==> src/rtl/irq_arb_pkg.sv <==
package irq_arb_pkg;
  localparam int NUM_SRC = 13;
  localparam int CODE_W  = $clog2(NUM_SRC);

  // Source index doubles as priority rank (lower wins) and output code
  localparam int SRC_RST    = 0;
  localparam int SRC_MCHK   = 1;
  localparam int SRC_HDEC   = 2;
  localparam int SRC_CEXT   = 3;
  localparam int SRC_WDOG   = 4;
  localparam int SRC_CDBELL = 5;
  localparam int SRC_FIT    = 6;
  localparam int SRC_PIT    = 7;
  localparam int SRC_DEC    = 8;
  localparam int SRC_EXT    = 9;
  localparam int SRC_DBELL  = 10;
  localparam int SRC_PERF   = 11;
  localparam int SRC_THERM  = 12;

  localparam logic [NUM_SRC-1:0] LEVEL_MASK =
    NUM_SRC'((1 << SRC_CEXT) | (1 << SRC_EXT));

  typedef enum logic [1:0] {
    GATE_NONE,
    GATE_HDEC,
    GATE_CRIT,
    GATE_EXT
  } gate_e;

  function automatic gate_e gate_of(int idx);
    if (idx <= SRC_MCHK)      return GATE_NONE;
    else if (idx == SRC_HDEC) return GATE_HDEC;
    else if (idx == SRC_CEXT) return GATE_CRIT;
    else                      return GATE_EXT;
  endfunction
endpackage

==> src/rtl/irq_pend_bank.sv <==
module irq_pend_bank #(
  parameter int                 N     = irq_arb_pkg::NUM_SRC,
  parameter logic [N-1:0]       LEVEL = irq_arb_pkg::LEVEL_MASK
) (
  input  logic         clk_i,
  input  logic         rst_ni,
  input  logic [N-1:0] set_i,
  input  logic [N-1:0] clr_i,
  input  logic [N-1:0] take_i,
  output logic [N-1:0] pend_o
);

  for (genvar i = 0; i < N; i++) begin : g_bit
    logic q;
    logic retire;

    // level sources ignore the take strobe
    if (LEVEL[i]) begin : g_lvl
      assign retire = clr_i[i];
    end else begin : g_edge
      assign retire = clr_i[i] | take_i[i];
    end

    always_ff @(posedge clk_i or negedge rst_ni) begin
      if (!rst_ni)        q <= 1'b0;
      else if (set_i[i])  q <= 1'b1;
      else if (retire)    q <= 1'b0;
    end

    assign pend_o[i] = q;


    set_wins_chk: assert property (@(posedge clk_i) disable iff (!rst_ni)
      set_i[i] |=> pend_o[i]);

    clr_only_chk: assert property (@(posedge clk_i) disable iff (!rst_ni)
      (clr_i[i] && !set_i[i]) |=> !pend_o[i]);

    hold_chk: assert property (@(posedge clk_i) disable iff (!rst_ni)
      (!set_i[i] && !clr_i[i] && !take_i[i]) |=> $stable(pend_o[i]));
    if (LEVEL[i]) begin : g_lvl_chk

      level_keep_chk: assert property (@(posedge clk_i) disable iff (!rst_ni)
        (take_i[i] && !clr_i[i]) |=> pend_o[i]);
    end
  end

endmodule

==> src/rtl/irq_qualify.sv <==
module irq_qualify
  import irq_arb_pkg::*;
#(
  parameter int N = NUM_SRC
) (
  input  logic [N-1:0] pend_i,
  input  logic         crit_en_i,
  input  logic         ext_en_i,
  input  logic         hv_mode_i,
  input  logic         prob_state_i,
  input  logic         hdec_en_i,
  output logic [N-1:0] qual_o
);

  logic hdec_ok;
  assign hdec_ok = hdec_en_i & (ext_en_i | ~hv_mode_i | prob_state_i);

  for (genvar i = 0; i < N; i++) begin : g_q
    if (gate_of(i) == GATE_NONE) begin : g_none
      assign qual_o[i] = pend_i[i];
    end else if (gate_of(i) == GATE_HDEC) begin : g_hdec
      assign qual_o[i] = pend_i[i] & hdec_ok;
    end else if (gate_of(i) == GATE_CRIT) begin : g_crit
      assign qual_o[i] = pend_i[i] & crit_en_i;
    end else begin : g_ext
      assign qual_o[i] = pend_i[i] & ext_en_i;
    end
  end

endmodule

==> src/rtl/irq_pick.sv <==
module irq_pick #(
  parameter int N  = irq_arb_pkg::NUM_SRC,
  parameter int CW = irq_arb_pkg::CODE_W
) (
  input  logic          clk_i,
  input  logic          rst_ni,
  input  logic [N-1:0]  qual_i,
  input  logic          accept_i,
  output logic [N-1:0]  grant_o,
  output logic          valid_o,
  output logic [CW-1:0] code_o
);

  always_comb begin
    grant_o = '0;
    code_o  = '0;
    valid_o = 1'b0;
    for (int i = 0; i < N; i++) begin
      if (qual_i[i] && accept_i && !valid_o) begin
        valid_o    = 1'b1;
        grant_o[i] = 1'b1;
        code_o     = CW'(i);
      end
    end
  end


  one_grant_chk: assert property (@(posedge clk_i) disable iff (!rst_ni)
    $onehot0(grant_o));

  grant_qual_chk: assert property (@(posedge clk_i) disable iff (!rst_ni)
    valid_o |-> qual_i[code_o]);

  none_chk: assert property (@(posedge clk_i) disable iff (!rst_ni)
    (qual_i == '0) |-> (!valid_o && code_o == '0));

endmodule

==> src/rtl/irq_arbiter.sv <==
module irq_arbiter
  import irq_arb_pkg::*;
#(
  parameter int N  = NUM_SRC,
  parameter int CW = CODE_W
) (
  input  logic          clk_i,
  input  logic          rst_ni,
  input  logic [N-1:0]  req_set_i,
  input  logic [N-1:0]  req_clr_i,
  input  logic          accept_i,
  input  logic          crit_en_i,
  input  logic          ext_en_i,
  input  logic          hv_mode_i,
  input  logic          prob_state_i,
  input  logic          hdec_en_i,
  output logic          take_valid_o,
  output logic [CW-1:0] take_code_o,
  output logic [N-1:0]  pending_o
);

  logic [N-1:0] pend;
  logic [N-1:0] qual;
  logic [N-1:0] grant;

  irq_pend_bank #(.N(N), .LEVEL(LEVEL_MASK)) u_bank (
    .clk_i  (clk_i),
    .rst_ni (rst_ni),
    .set_i  (req_set_i),
    .clr_i  (req_clr_i),
    .take_i (grant),
    .pend_o (pend)
  );

  irq_qualify #(.N(N)) u_qual (
    .pend_i       (pend),
    .crit_en_i    (crit_en_i),
    .ext_en_i     (ext_en_i),
    .hv_mode_i    (hv_mode_i),
    .prob_state_i (prob_state_i),
    .hdec_en_i    (hdec_en_i),
    .qual_o       (qual)
  );

  irq_pick #(.N(N), .CW(CW)) u_pick (
    .clk_i    (clk_i),
    .rst_ni   (rst_ni),
    .qual_i   (qual),
    .accept_i (accept_i),
    .grant_o  (grant),
    .valid_o  (take_valid_o),
    .code_o   (take_code_o)
  );

  assign pending_o = pend;


  rst_first_chk: assert property (@(posedge clk_i) disable iff (!rst_ni)
    (accept_i && pending_o[SRC_RST]) |-> (take_valid_o && take_code_o == CW'(SRC_RST)));

  mchk_next_chk: assert property (@(posedge clk_i) disable iff (!rst_ni)
    (accept_i && !pending_o[SRC_RST] && pending_o[SRC_MCHK])
      |-> (take_valid_o && take_code_o == CW'(SRC_MCHK)));

  hdec_gate_chk: assert property (@(posedge clk_i) disable iff (!rst_ni)
    (take_valid_o && take_code_o == CW'(SRC_HDEC))
      |-> (hdec_en_i && (ext_en_i || !hv_mode_i || prob_state_i)));

  crit_gate_chk: assert property (@(posedge clk_i) disable iff (!rst_ni)
    (take_valid_o && take_code_o == CW'(SRC_CEXT)) |-> crit_en_i);

  ext_gate_chk: assert property (@(posedge clk_i) disable iff (!rst_ni)
    (take_valid_o && take_code_o >= CW'(SRC_WDOG)) |-> ext_en_i);

  edge_clear_chk: assert property (@(posedge clk_i) disable iff (!rst_ni)
    (take_valid_o && take_code_o == CW'(SRC_WDOG) && !req_set_i[SRC_WDOG])
      |=> !pending_o[SRC_WDOG]);

  idle_chk: assert property (@(posedge clk_i) disable iff (!rst_ni)
    !accept_i |-> !take_valid_o);

endmodule

==> config.mk <==
export PLATFORM = sky130hd
export DESIGN_NAME = irq_arbiter
export DESIGN_NICKNAME = d
export VERILOG_FILES = /design/src/rtl/irq_arb_pkg.sv /design/src/rtl/irq_pend_bank.sv /design/src/rtl/irq_qualify.sv /design/src/rtl/irq_pick.sv /design/src/rtl/irq_arbiter.sv
export SDC_FILE = /design/constraint.sdc
export NUM_CORES = 1
export LEC_CHECK = 0
export BUFFER_PORTS_ARGS = -buffer_cell sky130_fd_sc_hd__buf_2
export CORE_MARGIN = 2
export CORE_UTILIZATION = 42
export DETAILED_ROUTE_END_ITERATION = 16
export PLACE_DENSITY = 0.79
export SETUP_SLACK_MARGIN = 0.15
export SLEW_MARGIN = 10
export SYNTH_ARGS = -nofsm -noshare
export SYNTH_HDL_FRONTEND = slang
export SYNTH_SLANG_ARGS = --single-unit
==> constraint.sdc <==
create_clock -name clk_i -period 1.8 [get_ports clk_i]
set_clock_uncertainty 0.05 [all_clocks]
set_input_delay 0 -clock clk_i [delete_from_list [all_inputs] [get_ports clk_i]]
set_output_delay 0 -clock clk_i [all_outputs]
set_load 0.02 [all_outputs]
Word level (Yosys, flattened, before mapping)
Index checks and enable logic that the tools add are counted.
W data, S select, Z words.
Storage, ports and cells
  bits in registers: 13
  output and inout port bits: 18
  word-level logic and storage cells: 150
  bits of input ports: 34
Cells by class
  bitwise operators: 26
  reductions and logical operators: 50
  multiplexer cells: 61
Operators with widths (number)
  $mux W1: 50
  $reduce_bool A2 Y1: 13
  $logic_and A1 B1 Y1: 25
  $mux W4: 5
  $or A1 B1 Y1: 13
  $and A1 B1 Y1: 12
  $logic_not A1 Y1: 12
  $mux W3: 4
  $mux W2: 2
  $not A1 Y1: 1

Depth between registers and ports, before layout
Gate-level depths: netlist of run 1.
  word-level depth: 41
  depth in mapped cells: 5
  gate-level depth less buffers: 4

Cells and area by module
From an unflattened synthesis of run 1, not the netlist that was laid out.
Unflattened totals
  cell total of the unflattened synthesis: 107
  area, all modules: 929.6 um2
By module, submodules not included
  irq_pend_bank: area each 569.3 um2, cells an instance 52, instances 1, sequential area each 325.3 um2
  irq_pick: area each 257.7 um2, cells an instance 41, instances 1, sequential area each 0.0 um2
  irq_qualify: area each 102.6 um2, cells an instance 14, instances 1, sequential area each 0.0 um2

Worst setup path after synthesis of run 1
OpenSTA, ideal clock, no wires.
  kind: reg2out
  start: register u_bank.g_bit[4].q
  end: output port take_code_o[2]
  data required time: 1.750 ns
  stages on the path, launching flop included: 5
  path buffers: 0
  arrival time: 1.660 ns
  path slack: 0.090 ns
  cells stage by stage: dfrtp_1 nor4_2 a21oi_1 or3b_1 a21oi_1
Between the ends
  cells in the longest elaborated chain, start to end: 28
  elaborated cells between the ends (all ways): 36
  classes of those cells: mux (17); bitwise (1); reduce/logical (18)
Ends and longest elaborated chain
  from (decl): RTL line irq_pend_bank.sv:14  | logic q;
  from (signal assigned): RTL line irq_pend_bank.sv:25  | if (!rst_ni) q <= 1'b0;
  from (signal assigned): RTL line irq_pend_bank.sv:26  | else if (set_i[i]) q <= 1'b1;
  from (signal assigned): RTL line irq_pend_bank.sv:27  | else if (retire) q <= 1'b0;
  $and A1 B1 Y1 (*): RTL line irq_qualify.sv:26  | assign qual_o[i] = pend_i[i] & ext_en_i;
  $logic_and A1 B1 Y1 (*) (2 in series): RTL line irq_pick.sv:19  | if (qual_i[i] && accept_i && !valid_o) begin
  $mux W1: RTL line irq_pick.sv:19
  $logic_not A1 Y1: RTL line irq_pick.sv:19
  $logic_and A1 B1 Y1: RTL line irq_pick.sv:19
  $mux W1: RTL line irq_pick.sv:19
  $logic_not A1 Y1: RTL line irq_pick.sv:19
  $logic_and A1 B1 Y1: RTL line irq_pick.sv:19
  (+11 left out)
  $logic_and A1 B1 Y1: RTL line irq_pick.sv:19
  $mux W1: RTL line irq_pick.sv:19
  $logic_not A1 Y1: RTL line irq_pick.sv:19
  $logic_and A1 B1 Y1: RTL line irq_pick.sv:19
  $mux W1: RTL line irq_pick.sv:19
  $logic_not A1 Y1: RTL line irq_pick.sv:19
  $logic_and A1 B1 Y1: RTL line irq_pick.sv:19
  $mux W4 (*): RTL line irq_pick.sv:19
  to (decl): RTL line irq_arbiter.sv:18  | output logic [CW-1:0] take_code_o,
Mark *: on every way between the ends. The rest lies on a longest branch, timed or not.

Worst setup path in the final report of run 1
  start: register u_bank.g_bit[8].q
  end: output port take_code_o[2]
Between the ends
  cells in the longest elaborated chain, start to end: 16
  elaborated cells between the ends (all ways): 20
  classes of those cells: mux (9); bitwise (1); reduce/logical (10)
Ends and longest elaborated chain (RTL line)
  from (decl): irq_pend_bank.sv:14
  from (signal assigned): irq_pend_bank.sv:25
  from (signal assigned): irq_pend_bank.sv:26
  from (signal assigned): irq_pend_bank.sv:27
  $and A1 B1 Y1 (*): irq_qualify.sv:26
  $logic_and A1 B1 Y1 (*) (2 in series): irq_pick.sv:19
  $mux W1: irq_pick.sv:19
  $logic_not A1 Y1: irq_pick.sv:19
  $logic_and A1 B1 Y1: irq_pick.sv:19
  $mux W1: irq_pick.sv:19
  $logic_not A1 Y1: irq_pick.sv:19
  $logic_and A1 B1 Y1: irq_pick.sv:19
  $mux W1: irq_pick.sv:19
  $logic_not A1 Y1: irq_pick.sv:19
  $logic_and A1 B1 Y1: irq_pick.sv:19
  $mux W1: irq_pick.sv:19
  $logic_not A1 Y1: irq_pick.sv:19
  $logic_and A1 B1 Y1: irq_pick.sv:19
  $mux W4 (*): irq_pick.sv:19
Marked as above.

==> results.txt, run 1 <==
The run finished, with violations left. The checks that failed: setup timing. The number of nets handed over by synthesis was 133. The site row count is 16. During placement, the flow inserted port buffers numbering 51.

The register clock-pin slew on the reported worst setup and hold paths is 0.08 ns. The flip-flop and latch count after synthesis came out at 13. The count of warnings emitted by yosys is 0.

The capturing element type of the critical path is an output pin. The min-delay analysis places its worst path in the category in2reg. Dividing the detail-routed wire length by the instance count gives 13.41 um. The final clock period utilization by the worst path came out at 1.064. The number of design-rule violations left by the first detailed-router iteration is 22. Timing analysis after detailed placement gives a worst setup slack of 0.1122 ns. Summed over all layers, the global routing overflow is 0. For this run, the leading register cell type out of synthesis is sky130_fd_sc_hd__dfrtp_1. The proportion of synthesized chip area in sequential cells is 0.3693.

The total number of nets in the final design came out at 213. The internal power of the cells is 544.9 uW. The family of cells with the greatest summed delay on the critical path is simple AND/OR/NAND/NOR gates.

Counting the buffers created by CTS gives 3. In the post-synthesis netlist, the biggest area contributors are sky130_fd_sc_hd__dfrtp_1 (37%), sky130_fd_sc_hd__buf_4 (11%), sky130_fd_sc_hd__a21oi_1 (4.5%). The max-slew headroom at the worst pin is 0.7566. The tool flagged a number of max-cap violations equal to 0. The share of Yosys cell area claimed by the top area cell type came out at 0.3693. The via count of the first global-routing pass was 1041.

The leakage power figure is 0.7332 nW. Of the total power, the clock network draws 0.226. The insertion delay of the later-clocked pin in the worst-skew pair is 0.28 ns. The pin count of the biggest net entering global routing is 14. The tree is rooted in a sky130_fd_sc_hd__clkbuf_4. The total routed wirelength came out at 2.750 mm. The number of antenna violations at the first check in global routing is 0. The number of standard cells in the layout, taps in and fillers out came out at 205.

The number of DRC violations after detailed routing is 0. The number of flip-flops in the largest register came out at 13. Timing would allow up to 522.2 MHz. The cell count after synthesis came out at 99. The largest total area in the synthesized netlist belongs to sky130_fd_sc_hd__dfrtp_1. The synthesized area per cell came out at 8.897 um2. The vias per cell is 4.990. The number of antenna diodes in the final layout is 0.

The final hold violation count was 0. In the final layout, the share of cells above drive strength 1 is 0.4831. The worst-margin pin slew is 0.3624 ns. The global-route usage over all layers came out at 0.2329. Setup slack on the critical path of the routed design comes to -0.1150 ns.

Of all nets on the critical path, the largest fanout is 6. The final total negative setup slack came out at -0.1771 ns. The max-slew violation count is 0. Across all layers, the routed design uses 1023 vias.

The global-route wire length before repair came out at 4.402 mm. The total power consumption of the routed design came out at 804.1 uW. The post-synthesis instance area came out at 880.8 um2. The part of the total power dissipated in sequential elements is 0.426. The starting utilization of the core area is 0.4490. The data arrival time of the worst path is 1.86 ns.

The number of distinct standard cells referenced by the synthesized netlist is 31. The switching power is 259.2 uW. The x dimension of the die is 49.80 um. Traced cell by cell, the critical path runs through nor3_1 > a21oi_2 > or3b_1 > a21oi_2 > buf_4. TritonCTS built the clock tree. The post-route antenna net violation count came out at 0. The number of iterations in the first detailed-routing pass came out at 4.

The worst-case IR drop observed on VDD is 0.5388 mV. The biggest cell delay along the critical path came out at 0.46 ns. The minimum hold slack came out at 0.01118 ns.

The element type at the critical path start is a flop. The die is 49.80 um tall. The number of top-level pins came out at 52. Counting flops per register, the top entry is u_bank.g_bit.q. The HPWL after detailed placement is 1.604 mm.

In this run the number of H-tree levels came out at 1. Power spread over the standard cell area amounts to 525.5 nW/um2. The combined buffer and inverter count along the critical path came out at 1. Relative to the synthesized area, the layout overhead comes to 73.72%. By instance count, the cell type seen most on the critical path is sky130_fd_sc_hd__a21oi_2. The minimum clock period after layout is 1.915 ns.

The logic gate share of total power is 0.348. The endpoint required time on the critical path is 1.75 ns. The switching part of the total came out at 0.3224. Of all flip-flops after synthesis, the portion carrying an async set or reset was 1.000.

The post-placement cell count came out at 167. CTS saw 13 sinks. The buffer depth of the longest clock path came out at 2. In the final layout, the registers with the most flip-flops are u_bank.g_bit.q: 13 flops.

The slowest stage of the critical path is the sky130_fd_sc_hd__dfrtp_1 cell. Ranked by instance count, the synthesized netlist is headed by sky130_fd_sc_hd__buf_4 (13), sky130_fd_sc_hd__dfrtp_1 (13), sky130_fd_sc_hd__inv_1 (10), sky130_fd_sc_hd__a21oi_1 (8), sky130_fd_sc_hd__nor2_1 (7). In this run the standard cell core region covers 1962 um2. The congestion estimate from routability-driven global placement came to 0.7675. The floorplan step defined a die boundary enclosing 2480 um2. Setup repair after global routing could not meet its margin everywhere. The number of enable-type register cells in the synthesized netlist is 0. The setup path with the least slack is of type reg2out. The setup-violating endpoint count in the final report came out at 4.
## layer usage
layer  global-route usage  share of wire  up-vias
met4               0.1157          0.017        0
met1               0.2514           0.40      467
met3              0.03939          0.059        6
li1                     -              -      498
met5                    0              0        -
met2               0.4311           0.53       52
## worst min-delay path, delay by kind of cell
family                 cells  cell delay (ns)
AO/OA/AOI/OAI              2             0.19
buffers and inverters      2             0.10
## cell families (layout without fill, tap and decap cells)
family	count (synthesis)	in the layout	share of synthesized area
AND/OR/NAND/NOR	32	32	0.2202
flip-flops	13	13	0.3693
buffers and inverters	24	103	0.1591
AO/OA/AOI/OAI	30	30	0.2514
## final cells by class
cell class,count,area (um2)
Clock buffer,3,22.52
Clock inverter,1,5.005
Fill cell,144,431.7
Inverter,10,37.54
Multi-Input combinational cell,62,471.7
Sequential cell,13,326.6
Tap cell,27,33.78
Timing Repair Buffer,89,633.1
## timing repair
| item | in CTS | in global routing |
|---|---|---|
| endpoints found under the hold margin | 26 | 0 |
| pin swaps | 10 | 5 |
| resized for setup | 16 | 4 |
| hold buffers | 26 | 0 |
| setup buffers | 4 | 4 |
| endpoints found under the setup margin | 6 | 10 |
## worst paths after layout
path / cells past startpoint / to / slack, ns / startpoint
max reg2reg: 5 / u_bank.g_bit[7].q / 0.09 / u_bank.g_bit[0].q
min reg2reg: 1 / u_bank.g_bit[2].q / 0.51 / u_bank.g_bit[2].q
min in group asynchronous: 2 / u_bank.g_bit[11].q / 0.11 / rst_ni
max in group asynchronous: 2 / u_bank.g_bit[7].q / 1.34 / rst_ni
max: 5 / take_code_o[2] / -0.11 / u_bank.g_bit[8].q
min: 4 / u_bank.g_bit[12].q / 0.01 / req_clr_i[12]
## stage by stage
| step | util | instance area (um2) |
|---|---|---|
| final | 0.7800 | 1530 |
| after global routing | 0.7800 | 1530 |
| after CTS | 0.7545 | 1480 |
| after detailed placement | 0.5657 | 1110 |
| after global placement | 0.5657 | 1110 |
| after floorplan | - | 893.4 |
## power by group through the flow
stage                     Sequential [mW]  Clock (mW)  Combinational [mW]
after floorplan                     0.342           0               0.137
after global placement              0.345           0               0.193
after detailed placement            0.347           0               0.196
after CTS                           0.342       0.186               0.262
after global routing                0.346       0.217               0.300
final                               0.343       0.182               0.279
## placed cells by master, fill, tap and decap left out, types with 2 or more instances in the layout
master / instances
sky130_fd_sc_hd__a31o_1: 3
sky130_fd_sc_hd__nor2_1: 7
sky130_fd_sc_hd__buf_4: 13
sky130_fd_sc_hd__o21ai_2: 2
sky130_fd_sc_hd__a21oi_2: 3
sky130_fd_sc_hd__a31o_2: 3
sky130_fd_sc_hd__a21o_1: 3
sky130_fd_sc_hd__a21oi_1: 5
sky130_fd_sc_hd__nor3_1: 2
sky130_fd_sc_hd__buf_2: 46
sky130_fd_sc_hd__dlygate4sd3_1: 26
sky130_fd_sc_hd__inv_1: 10
sky130_fd_sc_hd__dfrtp_1: 12
sky130_fd_sc_hd__o21ai_0: 4
sky130_fd_sc_hd__o21bai_1: 3
sky130_fd_sc_hd__nand2b_1: 3
sky130_fd_sc_hd__clkbuf_4: 3
sky130_fd_sc_hd__nand3_1: 3
sky130_fd_sc_hd__nand2_1: 3
sky130_fd_sc_hd__buf_6: 4
sky130_fd_sc_hd__or3_1: 2
(Power assumes the default switching activity.)
==> inputs of run 2 (changes only) <==
==> constraint.sdc (replaced) <==
create_clock -name clk_i -period 1.8 [get_ports clk_i]
set_clock_uncertainty 0.05 [all_clocks]
set_input_delay 0.36 -clock clk_i [delete_from_list [all_inputs] [get_ports clk_i]]
set_output_delay 0.36 -clock clk_i [all_outputs]
set_load 0.02 [all_outputs]
==> results.txt, run 2 (same netlist as run 1, synthesis figures left out) <==
The number of standard cells in the layout, taps in and fillers out was 201 (was 205). The maximum vdd ir drop came out at 0.5567 mV (was 0.5388 mV). The via count of the first global-routing pass is 955 (was 1041). The biggest cell delay along the critical path was 0.41 ns (was 0.46 ns). Outcome: complete, but fails checks (unchanged). The worst-margin pin slew came to 0.3320 ns (was 0.3624 ns). The area added between synthesis and finish came out at 71.17% (was 73.72%).

The endpoint required time on the critical path came out at 1.39 ns (was 1.75 ns). The via total after detailed routing came out at 1031 (was 1023). The pin count of the biggest net entering global routing came out at 14 (unchanged). The post-layout utilization of the core is 0.7685 (was 0.7800).

The core box area is 1962 um2 (unchanged). Regs by FF count: u_bank.g_bit.q: 13 flops (unchanged). The least setup slack across all paths after layout came out at -0.5210 ns (was -0.1150 ns). The average wire per cell in the routed design was 14.95 um (was 13.41 um). The vias per cell is 5.129 (was 4.990). The last weighted congestion value of the routability-driven placer is 0.7904 (was 0.7675).

The remaining global-route overflow came out at 0 (unchanged). The CTS buffer count is 3 (unchanged). The max capacitance violation total is 0 (unchanged). The number of design-rule violations left by the first detailed-router iteration is 30 (was 22). The post-placement cell count is 187 (was 167). The areal power density over the cells is 544.1 nW/um2 (was 525.5 nW/um2). The number of top-level pins came out at 52 (unchanged).

The number of DRC violations after detailed routing came to 0 (unchanged). The library cell contributing the largest single delay on the critical path is sky130_fd_sc_hd__dfrtp_1 (unchanged). The clock tree from TritonCTS is yes (unchanged). The leakage power figure came out at 0.7391 nW (was 0.7332 nW). The insertion delay of the later-clocked pin in the worst-skew pair is 0.28 ns (about the same).

Most frequent cells in the layout: sky130_fd_sc_hd__buf_2 (46), sky130_fd_sc_hd__buf_4 (32), sky130_fd_sc_hd__dfrtp_1 (13) (was sky130_fd_sc_hd__buf_2 (46), sky130_fd_sc_hd__dlygate4sd3_1 (26), sky130_fd_sc_hd__buf_4 (13)). The maximum clock frequency came out at 430.8 MHz (was 522.2 MHz). The total routed wirelength came out at 3.005 mm (was 2.750 mm). The biggest fanout along the worst timing path came out at 3 (was 6). The setup-violating endpoint count in the final report came out at 5 (was 4).

The final hold violation count came out at 0 (unchanged). The post-route antenna net violation count is 0 (unchanged). The total number of nets in the final design came to 209 (was 213). The classification of the worst-slack hold path is in2reg (unchanged). The startpoint-to-endpoint class of the critical path is reg2out (unchanged). RSZ-0062 raised after global routing: true (unchanged).

The quantity of I/O buffers inserted on ports is 51 (unchanged). The share of post-route cells with drive strength above 1 came out at 0.6379 (was 0.4831). The die area is 2480 um2 (unchanged). The starting utilization of the core area is 0.4490 (unchanged). The data arrival time of the worst path came to 1.91 ns (was 1.86 ns). The element type at the critical path start was a flop (unchanged). The H-tree depth reported by CTS is 1 (unchanged).

The register name with the most flops is u_bank.g_bit.q (unchanged). The buffer depth of the longest clock path came out at 2 (unchanged). The cell type with the highest occurrence count on the critical path is sky130_fd_sc_hd__a21oi_4 (was sky130_fd_sc_hd__a21oi_2). The antenna cell count is 0 (unchanged). The minimum clock period after layout is 2.321 ns (was 1.915 ns). The register clock-pin slew on the reported worst setup and hold paths is 0.08 ns (about the same).

The site row count is 16 (unchanged). The global-route usage over all layers was 0.2192 (was 0.2329). CP Cell Sequence: nor4_4 > buf_4 > a21oi_4 > or3b_4 > a21oi_4 > buf_6 (was nor3_1 > a21oi_2 > or3b_1 > a21oi_2 > buf_4). The root cell of the clock tree is sky130_fd_sc_hd__clkbuf_4 (unchanged). The final clock period utilization by the worst path is 1.289 (was 1.064). The number of clock sinks came out at 13 (unchanged).

The die height was 49.80 um (unchanged). The capturing element type of the critical path is an output pin (unchanged). The x dimension of the die was 49.80 um (unchanged).

The HPWL reported at the end of detailed placement was 1.933 mm (was 1.604 mm). The max-slew headroom at the worst pin is 0.7763 (was 0.7566). The max-slew violation count is 0 (unchanged). The multi-input gate area in the final layout is 528.0 um2 (was 471.7 um2).

The number of antenna violations at the first check in global routing is 0 (unchanged). Violated checks: setup timing (unchanged). The most common cell after layout, fill and taps aside is sky130_fd_sc_hd__buf_2 (unchanged). The number of iterations in the first detailed-routing pass is 4 (unchanged).

The register cell area after layout came out at 325.3 um2 (was 326.6 um2). The number of flip-flops in the largest register is 13 (unchanged). The global-route wire length before repair came out at 4.174 mm (was 4.402 mm). The number of filler instances in the final layout is 146 (was 144).
## run 2: cell count changes in the layout (fill, tap and decap cells not counted), sizes merged
cell / change
clkinv: -1
buf: +21
dlygate4sd3: -25
clkbuf: +1
## run 2: layout make-up
cell class | instances | area share
Clock buffer | 4 | 0.01743
Inverter | 10 | 0.02490
Multi-Input combinational cell | 62 | 0.3502
Sequential cell | 13 | 0.2158
Tap cell | 27 | 0.02241
Timing Repair Buffer | 85 | 0.3693
## run 2: where the power goes
group	internal, mW	total [mW]	switching (mW)
Clock	0.0859	0.183	0.0967
Sequential	0.313	0.336	0.0230
Combinational	0.152	0.302	0.150
Total	0.551	0.820	0.269
## run 2: critical path, delay by kind of cell (launching register included)
kind	cells	cell delay [ns]
buf+inv	2	0.32
compound gates	2	0.18
simple gates	2	0.73
flops	1	0.41
## run 2: per-stage QoR
step | setup TNS [ns] | worst slack [ns] | instance area [um2] | hold slack [ns] | power (mW)
CTS | -1.975 | -0.4321 | 1428 | 0.2080 | 0.7970
detailed placement | -0.7846 | -0.2191 | 1309 | 0.2185 | 0.5942
global placement | -0.7178 | -0.1872 | 1309 | 0.2101 | 0.5857
global route | -2.708 | -0.6130 | 1508 | 0.2150 | 0.8597
finish | -2.231 | -0.5210 | 1508 | 0.2051 | 0.8204
floorplan | -0.3681 | -0.1268 | 935.9 | 0.01441 | 0.4891
## run 2: worst paths after layout
| check | start | endpoint | slack (ns) | cells after the start |
|---|---|---|---|---|
| worst max register to register | u_bank.g_bit[7].q | u_bank.g_bit[8].q | 0.10 | 6 |
| max in group asynchronous | rst_ni | u_bank.g_bit[5].q | 0.99 | 2 |
| worst max-delay path | u_bank.g_bit[7].q | take_code_o[2] | -0.52 | 6 |
| worst min register to register | u_bank.g_bit[2].q | u_bank.g_bit[2].q | 0.53 | 1 |
| min in group asynchronous | rst_ni | u_bank.g_bit[2].q | 0.47 | 2 |
| worst min-delay path | req_set_i[3] | u_bank.g_bit[3].q | 0.21 | 2 |
## run 2: per-layer routing
layer	share of wire	global-route usage	routed length [um]	vias up
met5	0	0	0	-
met4	0.019	0.06944	57	0
met3	0.067	0.04242	201	6
met2	0.55	0.4022	1657	52
met1	0.36	0.2529	1088	486
li1	-	-	-	487
## run 2: timing repair
action,in CTS,in global routing
endpoints found under the hold margin,13,0
gates cloned,0,0
buffers inserted,5,4
hold buffers,1,0
pin swaps,6,8
gates resized for setup,15,9
endpoints found under the setup margin,5,11
==> inputs of run 3 (changes only) <==
- CORE_MARGIN: 2 -> default
==> results.txt, run 3 (same netlist as run 1, synthesis figures left out) <==
The max-slew violation count came out at 0 (unchanged). The starting utilization of the core area is 0.4490 (unchanged). The cell area after placement is 1294 um2 (was 1309 um2). The number of clock sinks is 13 (unchanged).

The die height is 47.80 um (was 49.80 um). The remaining global-route overflow came out at 0 (unchanged). The maximum clock frequency is 434.0 MHz (was 430.8 MHz).

The total number of nets in the final design is 207 (was 209). The last weighted congestion value of the routability-driven placer is 0.7602 (was 0.7904). The max-slew headroom at the worst pin is 0.7694 (was 0.7763). The number of DRC violations after detailed routing is 0 (unchanged). The HPWL reported at the end of detailed placement came to 1.822 mm (was 1.933 mm). The max capacitance violation total is 0 (unchanged). The logic gate share of total power was 0.357 (was 0.368). The number of antenna violations at the first check in global routing is 0 (unchanged).

The met2 global-route usage was 0.4243 (was 0.4022). The register name with the most flops is u_bank.g_bit.q (unchanged). The CTS buffer count is 3 (unchanged). The buffer depth of the longest clock path came to 2 (unchanged). The number of iterations in the first detailed-routing pass is 5 (was 4). The count of cells along the worst hold path is 2 (unchanged).

The average wire per cell in the routed design came out at 13.89 um (was 14.95 um). The setup-violating endpoint count in the final report was 5 (unchanged). The quantity of I/O buffers inserted on ports is 51 (unchanged).

The beginning of the worst hold path is req_set_i[0] (was req_set_i[3]). The number of design-rule violations left by the first detailed-router iteration is 12 (was 30). The final hold violation count is 0 (unchanged). The launching point of the worst reg2reg path was u_bank.g_bit[0].q (was u_bank.g_bit[7].q). RSZ-0062 raised after global routing: true (unchanged). The minimum hold slack came out at 0.1807 ns (was 0.2051 ns). Violated checks: setup timing (unchanged). The via total after detailed routing was 1027 (was 1031).

The number of standard cells in the layout, taps in and fillers out came out at 199 (was 201). The switching part of the total is 0.3469 (was 0.3284). The post-layout utilization of the core came to 0.7551 (was 0.7685).

The element type at the critical path start was a flop (unchanged). The register cell area after layout came out at 325.3 um2 (unchanged). The biggest fanout along the worst timing path was 4 (was 3). The pin count of the biggest net entering global routing is 14 (unchanged). The startpoint-to-endpoint class of the critical path is reg2out (unchanged). The insertion delay of the later-clocked pin in the worst-skew pair came out at 0.30 ns (was 0.28 ns). The total routed wirelength is 2.765 mm (was 3.005 mm).

The switching power is 290.3 uW (was 269.4 uW). The part of the total power dissipated in sequential elements came out at 0.399 (was 0.409). The post-route antenna net violation count is 0 (unchanged).

The end of the worst hold path is u_bank.g_bit[0].q (was u_bank.g_bit[3].q). The number of top-level pins is 52 (unchanged). The portion of total power attributed to the clock network is 0.244 (was 0.223). The post-route cell area is 1481 um2 (was 1508 um2).

The minimum clock period after layout came out at 2.304 ns (was 2.321 ns). The busiest layer in global routing is met2 (unchanged). The share of post-route cells with drive strength above 1 came to 0.6221 (was 0.6379). The endpoint required time on the critical path came out at 1.39 ns (about the same). The number of filler instances in the final layout came to 140 (was 146).

The least setup slack across all paths after layout is -0.5039 ns (was -0.5210 ns). The internal power of the cells came out at 546.6 uW (was 551.0 uW). The post-placement cell count came out at 185 (was 187).

The clock tree from TritonCTS is yes (unchanged). The via count of the first global-routing pass came to 915 (was 955). The data arrival time of the worst path came out at 1.89 ns (was 1.91 ns). The leakage power figure is 0.7307 nW (was 0.7391 nW). The register clock-pin slew on the reported worst setup and hold paths is 0.09 ns (was 0.08 ns). The root cell of the clock tree was sky130_fd_sc_hd__clkbuf_4 (unchanged). The final clock period utilization by the worst path is 1.280 (was 1.289).

Regs by FF count: u_bank.g_bit.q: 13 flops (unchanged). The site row count is 16 (unchanged). The maximum vdd ir drop came out at 0.5528 mV (was 0.5567 mV). The final total negative setup slack came out at -2.343 ns (was -2.231 ns). The length in cells of the worst reg-to-reg path came out at 5 (was 6). Outcome: complete, but fails checks (unchanged). The slack of the worst reg-to-reg path is 0.01 ns (was 0.10 ns). The die area came to 2284 um2 (was 2480 um2).

The number of flip-flops in the largest register is 13 (unchanged). The core box area was 1962 um2 (unchanged). The x dimension of the die is 47.80 um (was 49.80 um). The antenna cell count is 0 (unchanged). The global-route wire length before repair is 3.760 mm (was 4.174 mm). The H-tree depth reported by CTS was 1 (unchanged). The global-route usage over all layers is 0.2475 (was 0.2192).

The capturing element type of the critical path is an output pin (unchanged). The worst-margin pin slew is 0.3432 ns (was 0.3320 ns). Most frequent cells in the layout: sky130_fd_sc_hd__buf_2 (46), sky130_fd_sc_hd__buf_4 (29), sky130_fd_sc_hd__dfrtp_1 (13) (was sky130_fd_sc_hd__buf_2 (46), sky130_fd_sc_hd__buf_4 (32), sky130_fd_sc_hd__dfrtp_1 (13)). The vias per cell is 5.161 (was 5.129). The most common cell after layout, fill and taps aside is sky130_fd_sc_hd__buf_2 (unchanged). The met1 usage is 0.2653 (was 0.2529).

The classification of the worst-slack hold path is in2reg (unchanged). The area added between synthesis and finish came to 68.18% (was 71.17%). The endpoint of the worst register-to-register path was u_bank.g_bit[7].q (was u_bank.g_bit[8].q). The areal power density over the cells came to 564.9 nW/um2 (was 544.1 nW/um2). The multi-input gate area in the final layout is 511.7 um2 (was 528.0 um2). The global routing met3 resource utilization was 0.07547 (was 0.04242).
## run 3: changes by cell type in the layout (fill, tap and decap cells not counted), sizes merged
| cell | delta |
|---|---|
| clkinv | +1 |
| clkbuf | -1 |
| buf | -2 |
## run 3: per-layer routing
layer	part of all wire	wire length, um	up-vias
met2	0.50	1375	54
met4	0.033	91	0
li1	-	-	482
met1	0.40	1113	480
met5	0	0	-
met3	0.067	185	11
## run 3: cell type report
cell class	count	share of cell area
repair buffers	83	0.3682
clock buffers	3	0.01520
clock inverters	1	0.003378
flip-flops and latches	13	0.2196
well taps	27	0.02280
inverters	10	0.02534
multi-input cells	62	0.3454
## run 3: repair_timing
| item | CTS | global route |
|---|---|---|
| gates resized for setup | 16 | 6 |
| hold buffers | 1 | 0 |
| hold endpoints to repair | 13 | 0 |
| pin swaps | 7 | 9 |
| setup buffers | 5 | 4 |
| setup endpoints to repair | 6 | 10 |
## run 3: power by group through the flow
stage                     Sequential, mW  Combinational, mW  Clock (mW)
after floorplan                    0.343              0.146           0
after global placement             0.337              0.244           0
after CTS                          0.333              0.279       0.195
after detailed placement           0.339              0.251           0
final                              0.334              0.299       0.204
after global routing               0.337              0.321       0.220
## run 3: worst max path at each step
stage                           start              to  slack, ns  cells after the start
floorplan           u_bank.g_bit[7].q  take_code_o[2]      -0.13                      4
global placement             ext_en_i  take_code_o[1]      -0.19                      6
detailed placement           ext_en_i  take_code_o[1]      -0.22                      6
CTS                 u_bank.g_bit[4].q  take_code_o[2]      -0.45                      5
global route        u_bank.g_bit[7].q  take_code_o[2]      -0.57                      5
finish              u_bank.g_bit[7].q  take_code_o[2]      -0.50                      5
## run 3: through the flow
step	setup slack, ns	power, mW
2_1_floorplan	-0.1268	0.4891
3_3_place_gp	-0.1865	0.5813
3_5_place_dp	-0.2155	0.5901
4_1_cts	-0.4493	0.8074
5_1_grt	-0.5693	0.8771
6_report	-0.5039	0.8368
## run 3: worst max-delay path, stage by stage, from the launching register on
cell                      delay (ns)
sky130_fd_sc_hd__dfrtp_1        0.42
sky130_fd_sc_hd__nor4_4         0.39
sky130_fd_sc_hd__a21oi_2        0.11
sky130_fd_sc_hd__or3b_4         0.42
sky130_fd_sc_hd__a21oi_4        0.13
sky130_fd_sc_hd__buf_6          0.13
